`src/rtl/dac_seq_pkg.sv`:
```
package dac_seq_pkg;

    typedef enum logic [2:0] {
        ST_IDLE,
        ST_STROBE,
        ST_LDGAP,
        ST_LOAD,
        ST_CLEAR,
        ST_SETTLE
    } seq_state_e;

    typedef struct packed {
        logic upd;
        logic settle;
    } req_flags_t;

    // nanoseconds to clock cycles, rounded up, at least one cycle
    function automatic int ns_to_cycles(input int ns, input int clk_ps);
        int c;
        c = (ns * 1000 + clk_ps - 1) / clk_ps;
        return (c < 1) ? 1 : c;
    endfunction

    function automatic int imax(input int a, input int b);
        return (a > b) ? a : b;
    endfunction

endpackage

```
`src/rtl/dac_seq_req_reg.sv`:
```
module dac_seq_req_reg
    import dac_seq_pkg::*;
#(
    parameter int ADDR_W = 3,
    parameter int CODE_W = 13
) (
    input  logic              clk,
    input  logic              rst,
    input  logic              capture,
    input  logic [ADDR_W-1:0] chan_in,
    input  logic [CODE_W-1:0] code_in,
    input  req_flags_t        flags_in,
    output logic [ADDR_W-1:0] addr_q,
    output logic [CODE_W-1:0] data_q,
    output req_flags_t        flags_q
);

    always_ff @(posedge clk) begin
        if (rst) begin
            addr_q  <= '0;
            data_q  <= '0;
            flags_q <= '0;
        end else if (capture) begin
            addr_q  <= chan_in;
            data_q  <= code_in;
            flags_q <= flags_in;
        end
    end

endmodule

```
`src/rtl/dac_seq_timer.sv`:
```
module dac_seq_timer #(
    parameter int CNT_W = 8
) (
    input  logic             clk,
    input  logic             rst,
    input  logic             load,
    input  logic [CNT_W-1:0] load_val,
    output logic             expired
);

    logic [CNT_W-1:0] cnt_q;

    always_ff @(posedge clk) begin
        if (rst) begin
            cnt_q <= '0;
        end else if (load) begin
            cnt_q <= load_val;
        end else if (cnt_q != '0) begin
            cnt_q <= cnt_q - 1'b1;
        end
    end

    assign expired = (cnt_q == '0);

endmodule

```
`src/rtl/dac_seq_ctrl.sv`:
```
module dac_seq_ctrl
    import dac_seq_pkg::*;
#(
    parameter int CNT_W      = 12,
    parameter int STROBE_CYC = 10,
    parameter int LD_CYC     = 10,
    parameter int CLR_CYC    = 60,
    parameter int SETTLE_CYC = 3000
) (
    input  logic             clk,
    input  logic             rst,
    input  logic             cmd_valid,
    input  logic             cmd_clear,
    input  req_flags_t       held,
    input  logic             tmr_expired,
    output logic             accept,
    output logic             tmr_load,
    output logic [CNT_W-1:0] tmr_val,
    output logic             cs_n,
    output logic             wr_n,
    output logic             ldac_n,
    output logic             clr_n,
    output logic             busy,
    output logic             done
);

    localparam logic [CNT_W-1:0] STR_M1 = CNT_W'(STROBE_CYC - 1);
    localparam logic [CNT_W-1:0] LD_M1  = CNT_W'(LD_CYC - 1);
    localparam logic [CNT_W-1:0] CLR_M1 = CNT_W'(CLR_CYC - 1);
    localparam logic [CNT_W-1:0] SET_M1 = CNT_W'(SETTLE_CYC - 1);

    seq_state_e st_q, st_d;
    logic cs_d, wr_d, ld_d, clr_d, busy_d, done_d;
    logic finish;

    assign accept = cmd_valid && (st_q == ST_IDLE);

    always_comb begin
        st_d     = st_q;
        cs_d     = cs_n;
        wr_d     = wr_n;
        ld_d     = ldac_n;
        clr_d    = clr_n;
        busy_d   = busy;
        done_d   = 1'b0;
        tmr_load = 1'b0;
        tmr_val  = '0;
        finish   = 1'b0;
        case (st_q)
            ST_IDLE: begin
                if (cmd_valid) begin
                    busy_d   = 1'b1;
                    tmr_load = 1'b1;
                    if (cmd_clear) begin
                        st_d    = ST_CLEAR;
                        clr_d   = 1'b0;
                        tmr_val = CLR_M1;
                    end else begin
                        st_d    = ST_STROBE;
                        cs_d    = 1'b0;
                        wr_d    = 1'b0;
                        tmr_val = STR_M1;
                    end
                end
            end
            ST_STROBE: begin
                if (tmr_expired) begin
                    cs_d = 1'b1;
                    wr_d = 1'b1;
                    if (held.upd) st_d = ST_LDGAP;
                    else          finish = 1'b1;
                end
            end
            ST_LDGAP: begin
                ld_d     = 1'b0;
                tmr_load = 1'b1;
                tmr_val  = LD_M1;
                st_d     = ST_LOAD;
            end
            ST_LOAD: begin
                if (tmr_expired) begin
                    ld_d   = 1'b1;
                    finish = 1'b1;
                end
            end
            ST_CLEAR: begin
                if (tmr_expired) begin
                    clr_d  = 1'b1;
                    finish = 1'b1;
                end
            end
            ST_SETTLE: begin
                if (tmr_expired) begin
                    st_d   = ST_IDLE;
                    busy_d = 1'b0;
                    done_d = 1'b1;
                end
            end
            default: st_d = ST_IDLE;
        endcase
        if (finish) begin
            if (held.settle) begin
                st_d     = ST_SETTLE;
                tmr_load = 1'b1;
                tmr_val  = SET_M1;
            end else begin
                st_d   = ST_IDLE;
                busy_d = 1'b0;
                done_d = 1'b1;
            end
        end
    end

    always_ff @(posedge clk) begin
        if (rst) begin
            st_q   <= ST_IDLE;
            cs_n   <= 1'b1;
            wr_n   <= 1'b1;
            ldac_n <= 1'b1;
            clr_n  <= 1'b1;
            busy   <= 1'b0;
            done   <= 1'b0;
        end else begin
            st_q   <= st_d;
            cs_n   <= cs_d;
            wr_n   <= wr_d;
            ldac_n <= ld_d;
            clr_n  <= clr_d;
            busy   <= busy_d;
            done   <= done_d;
        end
    end

endmodule

```
`src/rtl/dac_bus_sequencer.sv`:
```
module dac_bus_sequencer
    import dac_seq_pkg::*;
#(
    parameter int CLK_PS        = 5000,
    parameter int ADDR_W        = 3,
    parameter int CODE_W        = 13,
    parameter int T_ADDR_SU_NS  = 20,
    parameter int T_CS_LOW_NS   = 50,
    parameter int T_WR_LOW_NS   = 50,
    parameter int T_DATA_SU_NS  = 25,
    parameter int T_LD_LOW_NS   = 50,
    parameter int T_CLR_LOW_NS  = 300,
    parameter int T_SETTLE_NS   = 15000
) (
    input  logic              clk,
    input  logic              rst,
    input  logic              cmd_valid,
    output logic              cmd_ready,
    input  logic [ADDR_W-1:0] cmd_chan,
    input  logic [CODE_W-1:0] cmd_code,
    input  logic              cmd_update,
    input  logic              cmd_clear,
    input  logic              cmd_settle,
    output logic [ADDR_W-1:0] dac_addr,
    output logic [CODE_W-1:0] dac_data,
    output logic              dac_cs_n,
    output logic              dac_wr_n,
    output logic              dac_ldac_n,
    output logic              dac_clr_n,
    output logic              busy,
    output logic              done
);

    localparam int STROBE_CYC = imax(imax(ns_to_cycles(T_CS_LOW_NS, CLK_PS),
                                          ns_to_cycles(T_WR_LOW_NS, CLK_PS)),
                                     imax(ns_to_cycles(T_ADDR_SU_NS, CLK_PS),
                                          ns_to_cycles(T_DATA_SU_NS, CLK_PS)));
    localparam int LD_CYC     = ns_to_cycles(T_LD_LOW_NS, CLK_PS);
    localparam int CLR_CYC    = ns_to_cycles(T_CLR_LOW_NS, CLK_PS);
    localparam int SETTLE_CYC = ns_to_cycles(T_SETTLE_NS, CLK_PS);
    localparam int MAX_CYC    = imax(imax(STROBE_CYC, LD_CYC), imax(CLR_CYC, SETTLE_CYC));
    localparam int CNT_W      = $clog2(MAX_CYC + 1);

    logic             accept;
    logic             tmr_load;
    logic [CNT_W-1:0] tmr_val;
    logic             tmr_expired;
    req_flags_t       flags_in;
    req_flags_t       flags_q;

    assign flags_in.upd    = cmd_update;
    assign flags_in.settle = cmd_settle;
    assign cmd_ready       = !busy;

    dac_seq_req_reg #(
        .ADDR_W (ADDR_W),
        .CODE_W (CODE_W)
    ) u_req (
        .clk      (clk),
        .rst      (rst),
        .capture  (accept),
        .chan_in  (cmd_chan),
        .code_in  (cmd_code),
        .flags_in (flags_in),
        .addr_q   (dac_addr),
        .data_q   (dac_data),
        .flags_q  (flags_q)
    );

    dac_seq_timer #(
        .CNT_W (CNT_W)
    ) u_tmr (
        .clk      (clk),
        .rst      (rst),
        .load     (tmr_load),
        .load_val (tmr_val),
        .expired  (tmr_expired)
    );

    dac_seq_ctrl #(
        .CNT_W      (CNT_W),
        .STROBE_CYC (STROBE_CYC),
        .LD_CYC     (LD_CYC),
        .CLR_CYC    (CLR_CYC),
        .SETTLE_CYC (SETTLE_CYC)
    ) u_ctrl (
        .clk         (clk),
        .rst         (rst),
        .cmd_valid   (cmd_valid),
        .cmd_clear   (cmd_clear),
        .held        (flags_q),
        .tmr_expired (tmr_expired),
        .accept      (accept),
        .tmr_load    (tmr_load),
        .tmr_val     (tmr_val),
        .cs_n        (dac_cs_n),
        .wr_n        (dac_wr_n),
        .ldac_n      (dac_ldac_n),
        .clr_n       (dac_clr_n),
        .busy        (busy),
        .done        (done)
    );

endmodule

```
`config.mk`:
```
export PLATFORM = sky130hd
export DESIGN_NAME = dac_bus_sequencer
export DESIGN_NICKNAME = d
export VERILOG_FILES = /design/src/rtl/dac_seq_pkg.sv /design/src/rtl/dac_seq_req_reg.sv /design/src/rtl/dac_seq_timer.sv /design/src/rtl/dac_seq_ctrl.sv /design/src/rtl/dac_bus_sequencer.sv
export SDC_FILE = /design/constraint.sdc
export NUM_CORES = 1
export LEC_CHECK = 0
export CAP_MARGIN = 40
export CORE_MARGIN = 4
export CORE_UTILIZATION = 35
export DETAILED_ROUTE_END_ITERATION = 10
export PLACE_DENSITY = 0.6
export SLEW_MARGIN = 20
export SYNTH_ARGS = -nofsm -noshare
export SYNTH_HDL_FRONTEND = slang
export SYNTH_HIERARCHICAL = 1
export SYNTH_SLANG_ARGS = --single-unit
```
`constraint.sdc`:
```
create_clock -name clk -period 7 [get_ports clk]
set_input_delay 1.4 -clock clk [delete_from_list [all_inputs] [get_ports clk]]
set_output_delay 1.4 -clock clk [all_outputs]
set_load 0.005 [all_outputs]
```
==> reports/qor.yml <==
finish:
  layout-drive-gt1-share_pct: 7.72
  nFillCells: 556
  syn_to_final_growth_pct: 27.6
  nets: 282
  diodes: 0
sta:
  setup_viol: 0
  worst-slew-pin-transition_ns: 0.656
  slew_viol_final: 0
  finClkSkew_ns: 0.00804
  min_period_ns: 2.87
  rsz0062_at_grt: "false"
  slew_headroom_pct: 55.9
  fin_hold_ws_ns: 0.494
  finalHoldViolCount: 0
  tns_ns: 0
  fin_ws_ns: 4.13
  max_freq_mhz: 348
  layout_worst_path_cycle_share_pct: 41.0
yosys:
  ys_ff_latch: 38
  synth-seq-area-share_pct: 38.8
  synth-edff-count: 0
  synthArstFlopShare_pct: 0
  avgSynthCellArea_sq_um: 8.78
  synth.distinct_cells: 46
  synth_warnings: 6
  synth_ff_type: "dfxtp_1"
  synth_area_sq_um: 1960
  syn_inst: 223
place:
  place_congestion: 0.760
  dp_hpwl_um: 2890
  place_ws_ns: 3.99
  port_buffers: 44
hold_path:
  holdPathEnd: "u_req/data_q[8]"
  min-delay-start: "u_req/data_q[8]"
  hold_class: "reg2reg"
  min_path_cells: 2
setup_path:
  crit_buf_inv: 4
  r2r_slack_ns: 4.13
  arrival_ns: 3.08
  end_kind: "register"
  crit_top_cell: "inv_1"
  cp_top_family: "simple AND/OR/NAND/NOR gates"
  r2r_start: "u_tmr/cnt_q[0]"
  cp_cell_sequence: "inv_1 -> ha_1 -> nor3b_1 -> nand3_1 -> inv_1 -> nand3_2 -> o31ai_2 -> buf_4 -> inv_1 -> a311oi_1"
  cp-start-kind: "register"
  crit_required_ns: 7.21
  max_stage_delay_ns: 0.50
  crit_slowest_cell: "nor3b_1"
  cp_max_fo: 20
  cp.depth: 10
  r2r_cells: 10
  crit_type: "reg2reg"
  rr_endpoint: "u_tmr/cnt_q[6]"
power_and_ir_drop:
  intPower_w: 0.000610
  p_seq_share_pct: 34.6
  power.net_switching_w: 0.000326
  pwr-share-comb_pct: 40.6
  pwr_density_cell_nw_per_um2: 375
  p_leak_nw: 0.982
  swShare_pct: 34.8
  peakVddDrop_mv: 0.136
  power_w: 0.000936
  pwr-share-clk_pct: 24.8
route:
  finalWirelength_um: 4150
  routedWlPerCell_um: 12.6
  drc_errors: 0
  drtIter0Drc: 90
  routed-via-count: 1579
  routed_via_density: 4.80
  firstDrtPassIters: 4
  ant_nets: 0
cts:
  clockBufferDepth: 2
  clk_latency_ns: 0.30
  post_cts_resized: 0
  clockRootBuffer: "clkbuf_8"
  htree_num_levels: 2
  cts.clk_slew.worst_paths_ns: 0.08
  post-cts-setup-buffers: 0
  cts_buffers: 5
  cts_num_sinks: 38
  cts_tree: "done"
  ctsHoldBuffers: 0
run_status:
  outcome: "completed"
floorplan:
  dieWidth_um: 82.8
  die_y_um: 82.8
  rows: 26
  start_util_pct: 37.2
  core_sq_um: 5270
  ios: 45
  dieArea_sq_um: 6860
grt:
  grt-ovfl-total: 0
  grt_pass1_wl_um: 6980
  grt_pass1_vias: 1513
  grt_max_degree: 43
  antenna_found_initial: 0
  track_usage_pct: 13.6
flow_run:
  maxCapViolations: 0
[worst reg2reg max path, delay by kind of cell (launching register included)]
family / cells / cell delay, ns
buf+inv: 4 / 0.86
simple gates: 3 / 1.09
compound gates: 2 / 0.33
fa+ha+maj: 1 / 0.18
flops: 1 / 0.33
[routing by layer]
| layer | global-route usage [%] | share of wire (%) | wire length [um] | up-vias |
|---|---|---|---|---|
| met3 | 4.00 | 6.7 | 278 | 9 |
| met5 | 0 | 0 | 0 | - |
| met4 | 6.86 | 2.2 | 90 | 0 |
| met1 | 17.2 | 50 | 2070 | 703 |
| li1 | - | - | - | 831 |
| met2 | 20.9 | 41 | 1720 | 36 |
[power by group through the flow]
stage | registers (W) | clock network (W) | logic (W)
after global placement | 0.000329 | 0 | 0.000377
final | 0.000324 | 0.000232 | 0.000380
after CTS | 0.000324 | 0.000239 | 0.000382
after floorplan | 0.000312 | 0 | 0.000306
after global routing | 0.000334 | 0.000247 | 0.000426
after detailed placement | 0.000328 | 0 | 0.000380
[how the worst max path moves through the flow]
stage,start,to,slack [ns]
2_1_floorplan,cmd_valid,u_tmr/cnt_q[9],4.40
3_3_place_gp,cmd_valid,u_ctrl/wr_n,4.02
3_5_place_dp,cmd_valid,u_ctrl/wr_n,3.99
4_1_cts,u_tmr/cnt_q[0],u_tmr/cnt_q[6],4.11
5_1_grt,u_tmr/cnt_q[0],u_tmr/cnt_q[6],3.75
6_report,u_tmr/cnt_q[0],u_tmr/cnt_q[6],4.13
[cell type report]
type	count	area (sq um)	share of cell area [%]
Multi-Input combinational cell	149	981	39.3
Sequential cell	38	761	30.4
Timing Repair Buffer	47	463	18.5
Tap cell	70	87.6	3.51
Clock buffer	6	82.6	3.30
Inverter	17	63.8	2.55
Clock inverter	2	60.1	2.40
[cells in the mapped netlist, types with 2 or more instances]
| cell type | n | share of area, % |
|---|---|---|
| inv_1 | 17 | 3.3 |
| a21oi_1 | 10 | 2.6 |
| nand2b_1 | 4 | 1.3 |
| nand3_1 | 3 | 0.77 |
| buf_6 | 4 | 2.3 |
| a211o_1 | 3 | 1.3 |
| nor2b_1 | 3 | 0.96 |
| a221oi_1 | 3 | 1.3 |
| buf_4 | 10 | 3.8 |
| nand2_1 | 11 | 2.1 |
| dfxtp_1 | 38 | 39 |
| a211oi_1 | 4 | 1.5 |
| nor4_1 | 3 | 0.96 |
| clkbuf_1 | 3 | 0.58 |
| o31a_1 | 2 | 0.89 |
| o21ai_0 | 4 | 1.0 |
| and2b_1 | 2 | 0.77 |
| a311oi_1 | 2 | 0.89 |
| ha_1 | 2 | 1.3 |
| a31oi_1 | 2 | 0.64 |
| nor2_1 | 32 | 6.1 |
| nand3b_1 | 2 | 0.77 |
| nor3_1 | 14 | 3.6 |
| mux2i_1 | 23 | 12 |
[stage by stage]
stage,utilization (%),area (sq um),std cells
2_1_floorplan,-,1960,224
3_3_place_gp,44.7,2360,321
3_5_place_dp,44.7,2360,321
4_1_cts,47.4,2500,329
5_1_grt,47.4,2500,329
6_report,47.4,2500,329
[cell families (layout without fill, tap and decap cells)]
kind of cell	Yosys count	after routing	share of synthesized area, %
mux	23	23	11.8
buf+inv	37	72	11.5
simple gates	83	83	22.0
fa+ha+maj	2	2	1.28
compound gates	39	39	14.4
other cells	1	2	0.192
flops	38	38	38.8
[cells in the final DEF, fill, tap and decap left out, drive strengths merged, types with 3 or more instances in the layout]
cell	synthesis	routed
a211o	3	3
a211oi	4	4
a21oi	11	11
a221oi	4	4
a311oi	3	3
buf	16	3
clkbuf	4	6
clkdlybuf4s50	0	44
dfxtp	38	38
inv	17	17
mux2i	23	23
nand2	11	11
nand2b	5	5
nand3	4	4
nor2	32	32
nor2b	3	3
nor3	15	15
nor4	3	3
o21ai	5	5
[sequential cells by signal, summed over array words and instances, names as in the netlist]
signal         cells
u_req/data_q      13
u_tmr/cnt_q       12
u_ctrl/wr_n        1
u_ctrl/ldac_n      1
u_ctrl/done        1
u_ctrl/clr_n       1
u_req/flags_q      2
u_ctrl/busy        1
u_req/addr_q       3
u_ctrl/st_q        3
No activity file was read; power rests on OpenSTA's default activity.
